<file path="src/rtl/iotrap_pkg.sv">
package iotrap_pkg;
  localparam int IO_AW = 16;
  localparam int NDEV  = 16;
  localparam int NBM   = 2;

  localparam int T_KBD = 0, T_COM1 = 1, T_COM2 = 2, T_LPT = 3, T_VID = 4;
  localparam int T_FDC = 5, T_GAME = 6, T_SND = 7, T_MIDI = 8, T_CODEC = 9;
  localparam int T_PROG = 10, T_PM = 11, T_PS = 12, T_SM = 13, T_SS = 14;
  localparam int T_SOFT = 15;

  function automatic logic in_win(input logic [IO_AW-1:0] a,
                                  input logic [IO_AW-1:0] b,
                                  input logic [IO_AW-1:0] len);
    return ({1'b0, a} >= {1'b0, b}) && ({1'b0, a} < ({1'b0, b} + {1'b0, len}));
  endfunction

  function automatic logic [IO_AW-1:0] snd_base(input logic [1:0] c);
    case (c)
      2'd0: return 16'h0280;
      2'd1: return 16'h0260;
      2'd2: return 16'h0240;
      default: return 16'h0220;
    endcase
  endfunction

  function automatic logic [IO_AW-1:0] midi_base(input logic [1:0] c);
    case (c)
      2'd0: return 16'h0330;
      2'd1: return 16'h0320;
      2'd2: return 16'h0310;
      default: return 16'h0300;
    endcase
  endfunction

  function automatic logic [IO_AW-1:0] codec_base(input logic [1:0] c);
    case (c)
      2'd0: return 16'h0F40;
      2'd1: return 16'h0E80;
      2'd2: return 16'h0604;
      default: return 16'h0530;
    endcase
  endfunction
endpackage

</file>
<file path="src/rtl/iotrap_decode.sv">
module iotrap_decode
  import iotrap_pkg::*;
(
  input  logic [IO_AW-1:0] addr,
  input  logic             pri_drv,
  input  logic             sec_drv,
  input  logic [5:0]       sel_code,
  input  logic [9:0]       pw_base,
  input  logic [5:0]       pw_mask,
  input  logic [IO_AW-1:5] bm_base,
  output logic [NDEV-1:0]  dev_hit,
  output logic [NBM-1:0]   bm_hit
);
  logic pri_win, sec_win;

  always_comb begin
    pri_win = in_win(addr, 16'h01F0, 16'd8);
    sec_win = in_win(addr, 16'h0170, 16'd8);
    dev_hit = '0;
    dev_hit[T_KBD]   = (addr == 16'h0060) || (addr == 16'h0064);
    dev_hit[T_COM1]  = in_win(addr, 16'h03F8, 16'd8);
    dev_hit[T_COM2]  = in_win(addr, 16'h02F8, 16'd8);
    dev_hit[T_LPT]   = in_win(addr, 16'h0378, 16'd8) || in_win(addr, 16'h0278, 16'd8);
    dev_hit[T_VID]   = in_win(addr, 16'h03B0, 16'd48);
    dev_hit[T_FDC]   = in_win(addr, 16'h03F0, 16'd8) || in_win(addr, 16'h0370, 16'd8);
    dev_hit[T_GAME]  = in_win(addr, 16'h0200, 16'd8) || in_win(addr, 16'h0388, 16'd4);
    dev_hit[T_SND]   = in_win(addr, snd_base(sel_code[1:0]), 16'h0014);
    dev_hit[T_MIDI]  = in_win(addr, midi_base(sel_code[3:2]), 16'd4);
    dev_hit[T_CODEC] = in_win(addr, codec_base(sel_code[5:4]), 16'd8);
    dev_hit[T_PROG]  = (addr[IO_AW-1:10] == '0) && (addr[9:6] == pw_base[9:6]) &&
                       (((addr[5:0] ^ pw_base[5:0]) & pw_mask) == 6'd0);
    dev_hit[T_PM]    = pri_win && !pri_drv;
    dev_hit[T_PS]    = pri_win &&  pri_drv;
    dev_hit[T_SM]    = sec_win && !sec_drv;
    dev_hit[T_SS]    = sec_win &&  sec_drv;
  end

  for (genvar ch = 0; ch < NBM; ch++) begin : g_bm
    assign bm_hit[ch] = (addr[IO_AW-1:5] == bm_base) && (addr[4:3] == 2'(ch));
  end

  // at most one drive-qualified disk trap per address
  always_comb begin
    p_disk_onehot_r6: assert ($onehot0(dev_hit[T_SS:T_PM]))
      else $error("disk traps not exclusive");
  end
endmodule

</file>
<file path="src/rtl/iotrap_regs.sv">
module iotrap_regs
  import iotrap_pkg::*;
#(
  parameter int REG_AW = 5,
  parameter int NREG   = 17
) (
  input  logic              clk,
  input  logic              rst,
  input  logic              reg_we,
  input  logic [REG_AW-1:0] reg_addr,
  input  logic [7:0]        reg_wdata,
  input  logic              io_valid,
  input  logic [NDEV-1:0]   raw_dev,
  input  logic [NBM-1:0]    raw_bm,
  output logic [5:0]        sel_code,
  output logic [9:0]        pw_base,
  output logic [5:0]        pw_mask,
  output logic [IO_AW-1:5]  bm_base,
  output logic [7:0]        rdata,
  output logic              evt_o,
  output logic              irq_o
);
  localparam int A_STS_LO = 8, A_STS_HI = 9, A_BM_STS = 10, A_SOFT = 16;

  logic [NREG*8-1:0] regs_flat;
  logic [NDEV-1:0]   en_a, en_b, evt_en, irq_en, sts, sts_set, sts_clr, sts_nxt;
  logic [NBM-1:0]    bm_sts, bm_arm, bm_set, bm_clr, bm_nxt;
  logic              soft_wr;

  assign en_a     = regs_flat[15:0];
  assign en_b     = regs_flat[31:16];
  assign evt_en   = regs_flat[47:32];
  assign irq_en   = regs_flat[63:48];
  assign sts      = regs_flat[79:64];
  assign bm_sts   = regs_flat[81:80];
  assign sel_code = regs_flat[93:88];
  assign pw_base  = {regs_flat[105:104], regs_flat[103:96]};
  assign pw_mask  = regs_flat[111:106];
  assign bm_base  = {regs_flat[127:120], regs_flat[119:117]};
  assign bm_arm   = {regs_flat[114], regs_flat[115]};

  function automatic logic wsel(input logic [REG_AW-1:0] a, input int n);
    return a == REG_AW'(n);
  endfunction

  always_comb begin
    soft_wr = reg_we && wsel(reg_addr, A_SOFT) && reg_wdata[1];
    sts_set = (io_valid ? (raw_dev & (en_a | en_b)) : '0);
    sts_set[T_SOFT] = soft_wr;
    bm_set  = io_valid ? (raw_bm & bm_arm) : '0;
    sts_clr = {(reg_we && wsel(reg_addr, A_STS_HI)) ? reg_wdata : 8'h00,
               (reg_we && wsel(reg_addr, A_STS_LO)) ? reg_wdata : 8'h00};
    bm_clr  = (reg_we && wsel(reg_addr, A_BM_STS)) ? reg_wdata[NBM-1:0] : '0;
    sts_nxt = (sts & ~sts_clr) | sts_set;
    bm_nxt  = (bm_sts & ~bm_clr) | bm_set;
  end

  for (genvar g = 0; g < NREG; g++) begin : g_reg
    logic [7:0] q;
    if (g == A_STS_LO || g == A_STS_HI) begin : g_sts
      always_ff @(posedge clk)
        if (rst) q <= 8'h00;
        else     q <= sts_nxt[(g-A_STS_LO)*8 +: 8];
    end else if (g == A_BM_STS) begin : g_bm
      always_ff @(posedge clk)
        if (rst) q <= 8'h00;
        else     q <= {{(8-NBM){1'b0}}, bm_nxt};
    end else begin : g_plain
      always_ff @(posedge clk)
        if (rst)                          q <= 8'h00;
        else if (reg_we && wsel(reg_addr, g)) q <= reg_wdata;
    end
    assign regs_flat[g*8 +: 8] = q;
  end

  always_ff @(posedge clk) begin
    if (rst) begin
      rdata <= 8'h00;
      evt_o <= 1'b0;
      irq_o <= 1'b0;
    end else begin
      rdata <= (int'(reg_addr) < NREG) ? regs_flat[int'(reg_addr)*8 +: 8] : 8'h00;
      evt_o <= (|(sts_set & evt_en)) || (|bm_set);
      irq_o <= |(sts_nxt & irq_en);
    end
  end

  p_reset_quiet_r1: assert property (@(posedge clk) disable iff (rst)
    $past(rst) |-> (sts == '0 && !evt_o && !irq_o));
  p_bm_event_r7: assert property (@(posedge clk) disable iff (rst)
    (io_valid && |(raw_bm & bm_arm)) |=> evt_o);
  p_sticky_r8: assert property (@(posedge clk) disable iff (rst)
    !$past(reg_we) |-> ((sts & $past(sts)) == $past(sts)));
  p_event_cause_r9: assert property (@(posedge clk) disable iff (rst)
    evt_o |-> $past(io_valid || reg_we));
  p_irq_cause_r10: assert property (@(posedge clk) disable iff (rst)
    $rose(irq_o) |-> $past(io_valid || reg_we));
  p_hit_wins_r12: assert property (@(posedge clk) disable iff (rst)
    (io_valid && |(raw_dev & (en_a | en_b))) |=>
      ((sts & $past(raw_dev & (en_a | en_b))) == $past(raw_dev & (en_a | en_b))));
endmodule

</file>
<file path="src/rtl/iotrap_monitor.sv">
module iotrap_monitor
  import iotrap_pkg::*;
#(
  parameter int REG_AW = 5
) (
  input  logic              clk,
  input  logic              rst,
  input  logic              io_valid,
  input  logic [15:0]       io_addr,
  input  logic              pri_drv_sel,
  input  logic              sec_drv_sel,
  input  logic              reg_we,
  input  logic [REG_AW-1:0] reg_addr,
  input  logic [7:0]        reg_wdata,
  output logic [7:0]        reg_rdata,
  output logic              pm_event,
  output logic              irq
);
  localparam int NREG = 17;

  logic [NDEV-1:0]  dev_hit;
  logic [NBM-1:0]   bm_hit;
  logic [5:0]       sel_code;
  logic [9:0]       pw_base;
  logic [5:0]       pw_mask;
  logic [IO_AW-1:5] bm_base;

  iotrap_decode u_dec (
    .addr    (io_addr),
    .pri_drv (pri_drv_sel),
    .sec_drv (sec_drv_sel),
    .sel_code(sel_code),
    .pw_base (pw_base),
    .pw_mask (pw_mask),
    .bm_base (bm_base),
    .dev_hit (dev_hit),
    .bm_hit  (bm_hit)
  );

  iotrap_regs #(.REG_AW(REG_AW), .NREG(NREG)) u_regs (
    .clk      (clk),
    .rst      (rst),
    .reg_we   (reg_we),
    .reg_addr (reg_addr),
    .reg_wdata(reg_wdata),
    .io_valid (io_valid),
    .raw_dev  (dev_hit),
    .raw_bm   (bm_hit),
    .sel_code (sel_code),
    .pw_base  (pw_base),
    .pw_mask  (pw_mask),
    .bm_base  (bm_base),
    .rdata    (reg_rdata),
    .evt_o    (pm_event),
    .irq_o    (irq)
  );
endmodule

</file>
<file path="config.mk">
export PLATFORM = sky130hd
export DESIGN_NAME = iotrap_monitor
export DESIGN_NICKNAME = d
export VERILOG_FILES = /design/src/rtl/iotrap_pkg.sv /design/src/rtl/iotrap_decode.sv /design/src/rtl/iotrap_regs.sv /design/src/rtl/iotrap_monitor.sv
export SDC_FILE = /design/constraint.sdc
export NUM_CORES = 1
export LEC_CHECK = 0
export ABC_AREA = 1
export CORE_MARGIN = 2
export CORE_UTILIZATION = 45
export CTS_BUF_LIST = sky130_fd_sc_hd__clkbuf_8
export DETAILED_ROUTE_END_ITERATION = 10
export MAX_ROUTING_LAYER = met4
export PLACE_DENSITY = 0.7
export SLEW_MARGIN = 0
export SYNTH_ARGS = -nofsm -noshare
export SYNTH_HDL_FRONTEND = slang
export SYNTH_SLANG_ARGS = --single-unit
</file>
<file path="constraint.sdc">
create_clock -name clk -period 1.9 [get_ports clk]
set_clock_uncertainty 0.15 [all_clocks]
set_input_delay 0.38 -clock clk [delete_from_list [all_inputs] [get_ports clk]]
set_output_delay 0.38 -clock clk [all_outputs]
set_load 0.1 [all_outputs]
</file>
==> results.json <==
{
  "clock_sinks": 140,
  "via_count": 8750,
  "crit_path_frequent_cell": "nand2_2",
  "finalMaxSlewViolations": 0,
  "cp_top_family": "simple AND/OR/NAND/NOR gates",
  "synth-xor-area-share_pct": 1.28,
  "cp_data_required_time_ns": 2.15,
  "die_width_microns": 133,
  "worst_slack_ns": -0.260,
  "worstSetupPathType": "flip-flop to flip-flop",
  "antenna_found_initial": 0,
  "finalSetupViolCount": 5,
  "power.density_nw_per_um2": 632,
  "rsz0062_at_grt": "true",
  "ys_ff_latch": 140,
  "cts_tree": "done",
  "nNetsFinal": 1374,
  "io-pin-count": 45,
  "grt_pass1_wl_microns": 45000,
  "cts-root-buf": "clkbuf_8",
  "cp_data_arrival_time_ns": 2.41,
  "ir_worst_vdd_uv": 435,
  "wire_per_inst_microns": 19.1,
  "finalInstanceArea_sq_um": 10400,
  "slew_headroom_pct": 61.2,
  "initial_core_util_pct": 45.8,
  "period_share_pct": 114,
  "place_congestion": 1.02,
  "fmax_mhz": 463,
  "tightest_slew_ns": 0.581,
  "worst_path_largest_cell_delay_ns": 0.41,
  "ys_types": 36,
  "synth_nets": 1188,
  "yosys_warnings": 0,
  "n_antenna_cell": 0,
  "cts_hold_buf": 0,
  "cts_max_path_buffers": 2,
  "maxCapViolCount": 0,
  "yosys.area_share.simple_pct": 23.9,
  "final_cells": 1552,
  "violations": "setup timing",
  "status": "finished with violations",
  "cts_buffers": 17,
  "drc": 0,
  "grt_pass1_vias": 8044,
  "hold_class": "primary input to flip-flop",
  "synth_compound_area_share_pct": 23.9,
  "fp.dieH_microns": 133,
  "ant_nets": 0,
  "slowest_stage": "dfxtp_4",
  "synth_top_family_by_area": "compound AO/OA/AOI/OAI gates",
  "final_hold_viol_count": 0,
  "dp.cells": 1513,
  "start_kind": "flip-flop",
  "drt_first_iter_violations": 1124,
  "ys_seq_area_share_pct": 37.2,
  "drive_gt1_share_pct": 22.7,
  "hpwl_microns": 22100,
  "post_dp_cell_area_sq_um": 9640,
  "die_area_sq_um": 17800,
  "drtPass1Iterations": 6,
  "synth_fa_ha_area_share_pct": 3.32,
  "vias_per_cell": 5.64,
  "ys.flop_type": "dfxtp_1",
  "cp_cell_sequence": "inv_4 > ha_4 > nor2_4 > ha_4 > nand2_2 > o21bai_1 > nor3_2 > nand3_4 > nand2_2 > nand2_2 > nand2_1 > nor2_1 > nor2_1",
  "clkTransAtPathRegs_ns": 0.09,
  "syn_to_final_growth_pct": 38.3,
  "rows": 47,
  "power_leakage_uw": 0.00421,
  "layout_min_cycle_time_ns": 2.16,
  "worstPathMaxFanout": 4,
  "globalRouteTotalUtil_pct": 34.2,
  "synth_edf_count": 0,
  "syn_avg_cell_area_sq_um": 6.66,
  "netlist_area_sq_um": 7540,
  "io_buffer_count": 44,
  "synthCells": 1133,
  "path_buf_inv": 1,
  "wirelength_microns": 29600,
  "coreArea_sq_um": 16500,
  "end_kind": "flip-flop",
  "h-tree-depth": 4,
  "grt_start_max_net_pins": 44,
  "synthMuxAreaShare_pct": 0,
  "ys_async_sr_fraction_pct": 0,
  "clk_latency_ns": 0.47,
  "overflow": 0
}
==> cells by family after synthesis <==
logic type | count (synthesis)
AO/OA/AOI/OAI | 340
XOR/XNOR | 11
adder cells (fa/ha/maj) | 20
buffers and inverters | 197
flip-flops | 140
AND/OR/NAND/NOR | 425
==> cells in the mapped netlist (11+ instances only) <==
library cell  count  area share, %
nor2_1           86            4.3
o22ai_1          26            2.2
nand2_1         226             11
a21oi_1         147            9.8
buf_2            26            1.7
nand4_1          15            1.2
o21ai_0         133            8.8
ha_1             20            3.3
nand3_1          71            4.7
clkbuf_1         30            1.5
o21ai_1          11           0.73
inv_1           122            6.1
dfxtp_1         140             37
==> cell type report <==
cell class / instances / area [sq um]
Inverter: 134 / 509
Clock inverter: 14 / 195
Fill cell: 1481 / 6030
Timing Repair Buffer: 230 / 2160
Sequential cell: 140 / 2810
Multi-Input combinational cell: 796 / 4240
Clock buffer: 18 / 248
Tap cell: 220 / 275
==> metal layers <==
metal  vias up  GRT usage (%)  wire length [microns]
met2       544           50.4                  12800
met1      3986           46.5                  12300
met4         0           14.7                   1200
li1       4146              -                      -
met5         -              -                      0
met3        74           5.33                   3350
==> registers in the layout (all words and copies together), names as in the netlist <==
| name | cells |
|---|---|
| u_regs.irq_o | 1 |
| u_regs.evt_o | 1 |
| u_regs.g.q | 130 |
| u_regs.rdata | 8 |
==> per-stage QoR <==
step                      total power, uW  util (%)  TNS, ns  setup WS [ns]  hold WS, ns
final                                6590      63.4   -0.778         -0.260        0.196
after global routing                 6770      63.4    -1.15         -0.358        0.225
after CTS                            6560      62.4   -0.435         -0.249        0.184
after detailed placement             3880      58.5   -66.65         -0.676        0.299
after global placement               3870      58.5   -63.20         -0.626        0.293
after floorplan                      3400         -        0         0.0146        0.280
==> path summary, 6_finish.rpt <==
| path | slack (ns) | cells after the start | from | endpoint |
|---|---|---|---|---|
| worst max-delay path | -0.26 | 13 | u_regs.g_reg[11].q[4] | u_regs.irq_o |
| worst min-delay path | 0.20 | 4 | rst | u_regs.g_reg[11].q[3] |
| worst max register to register | -0.26 | 13 | u_regs.g_reg[11].q[4] | u_regs.irq_o |
| worst min register to register | 0.32 | 2 | u_regs.g_reg[14].q[4] | u_regs.g_reg[14].q[4] |
==> where the power goes <==
part	switching, uW	leakage, uW	internal, uW
logic	517	0.00287	378
registers	17.8	0.00113	2960
clock network	1250	0.000217	1470
total	1790	0.00421	4800
==> repair_timing <==
item | CTS | global route
pin swaps | 13 | 24
gates resized for setup | 38 | 40
buffers inserted | 2 | 5
endpoints found under the setup margin | 78 | 18
==> worst reg2reg max path: stages (launching register included) <==
cell and delay, ns:
dfxtp_4 0.41, inv_4 0.05, ha_4 0.17, nor2_4 0.14, ha_4 0.22, nand2_2 0.07, o21bai_1 0.09, nor3_2 0.30
nand3_4 0.17, nand2_2 0.11, nand2_2 0.06, nand2_1 0.05, nor2_1 0.04, nor2_1 0.07
==> cells in the final DEF (no fill, tap or decap), types with 26 or more instances in the layout <==
cell and instances:
buf_12 26, inv_1 115, nand2_1 219, buf_4 166, o21ai_0 127, o22ai_1 26
dfxtp_1 136, a21oi_1 144, nand3_1 66, nor2_1 76
No activity file was read; power rests on OpenSTA's default activity.
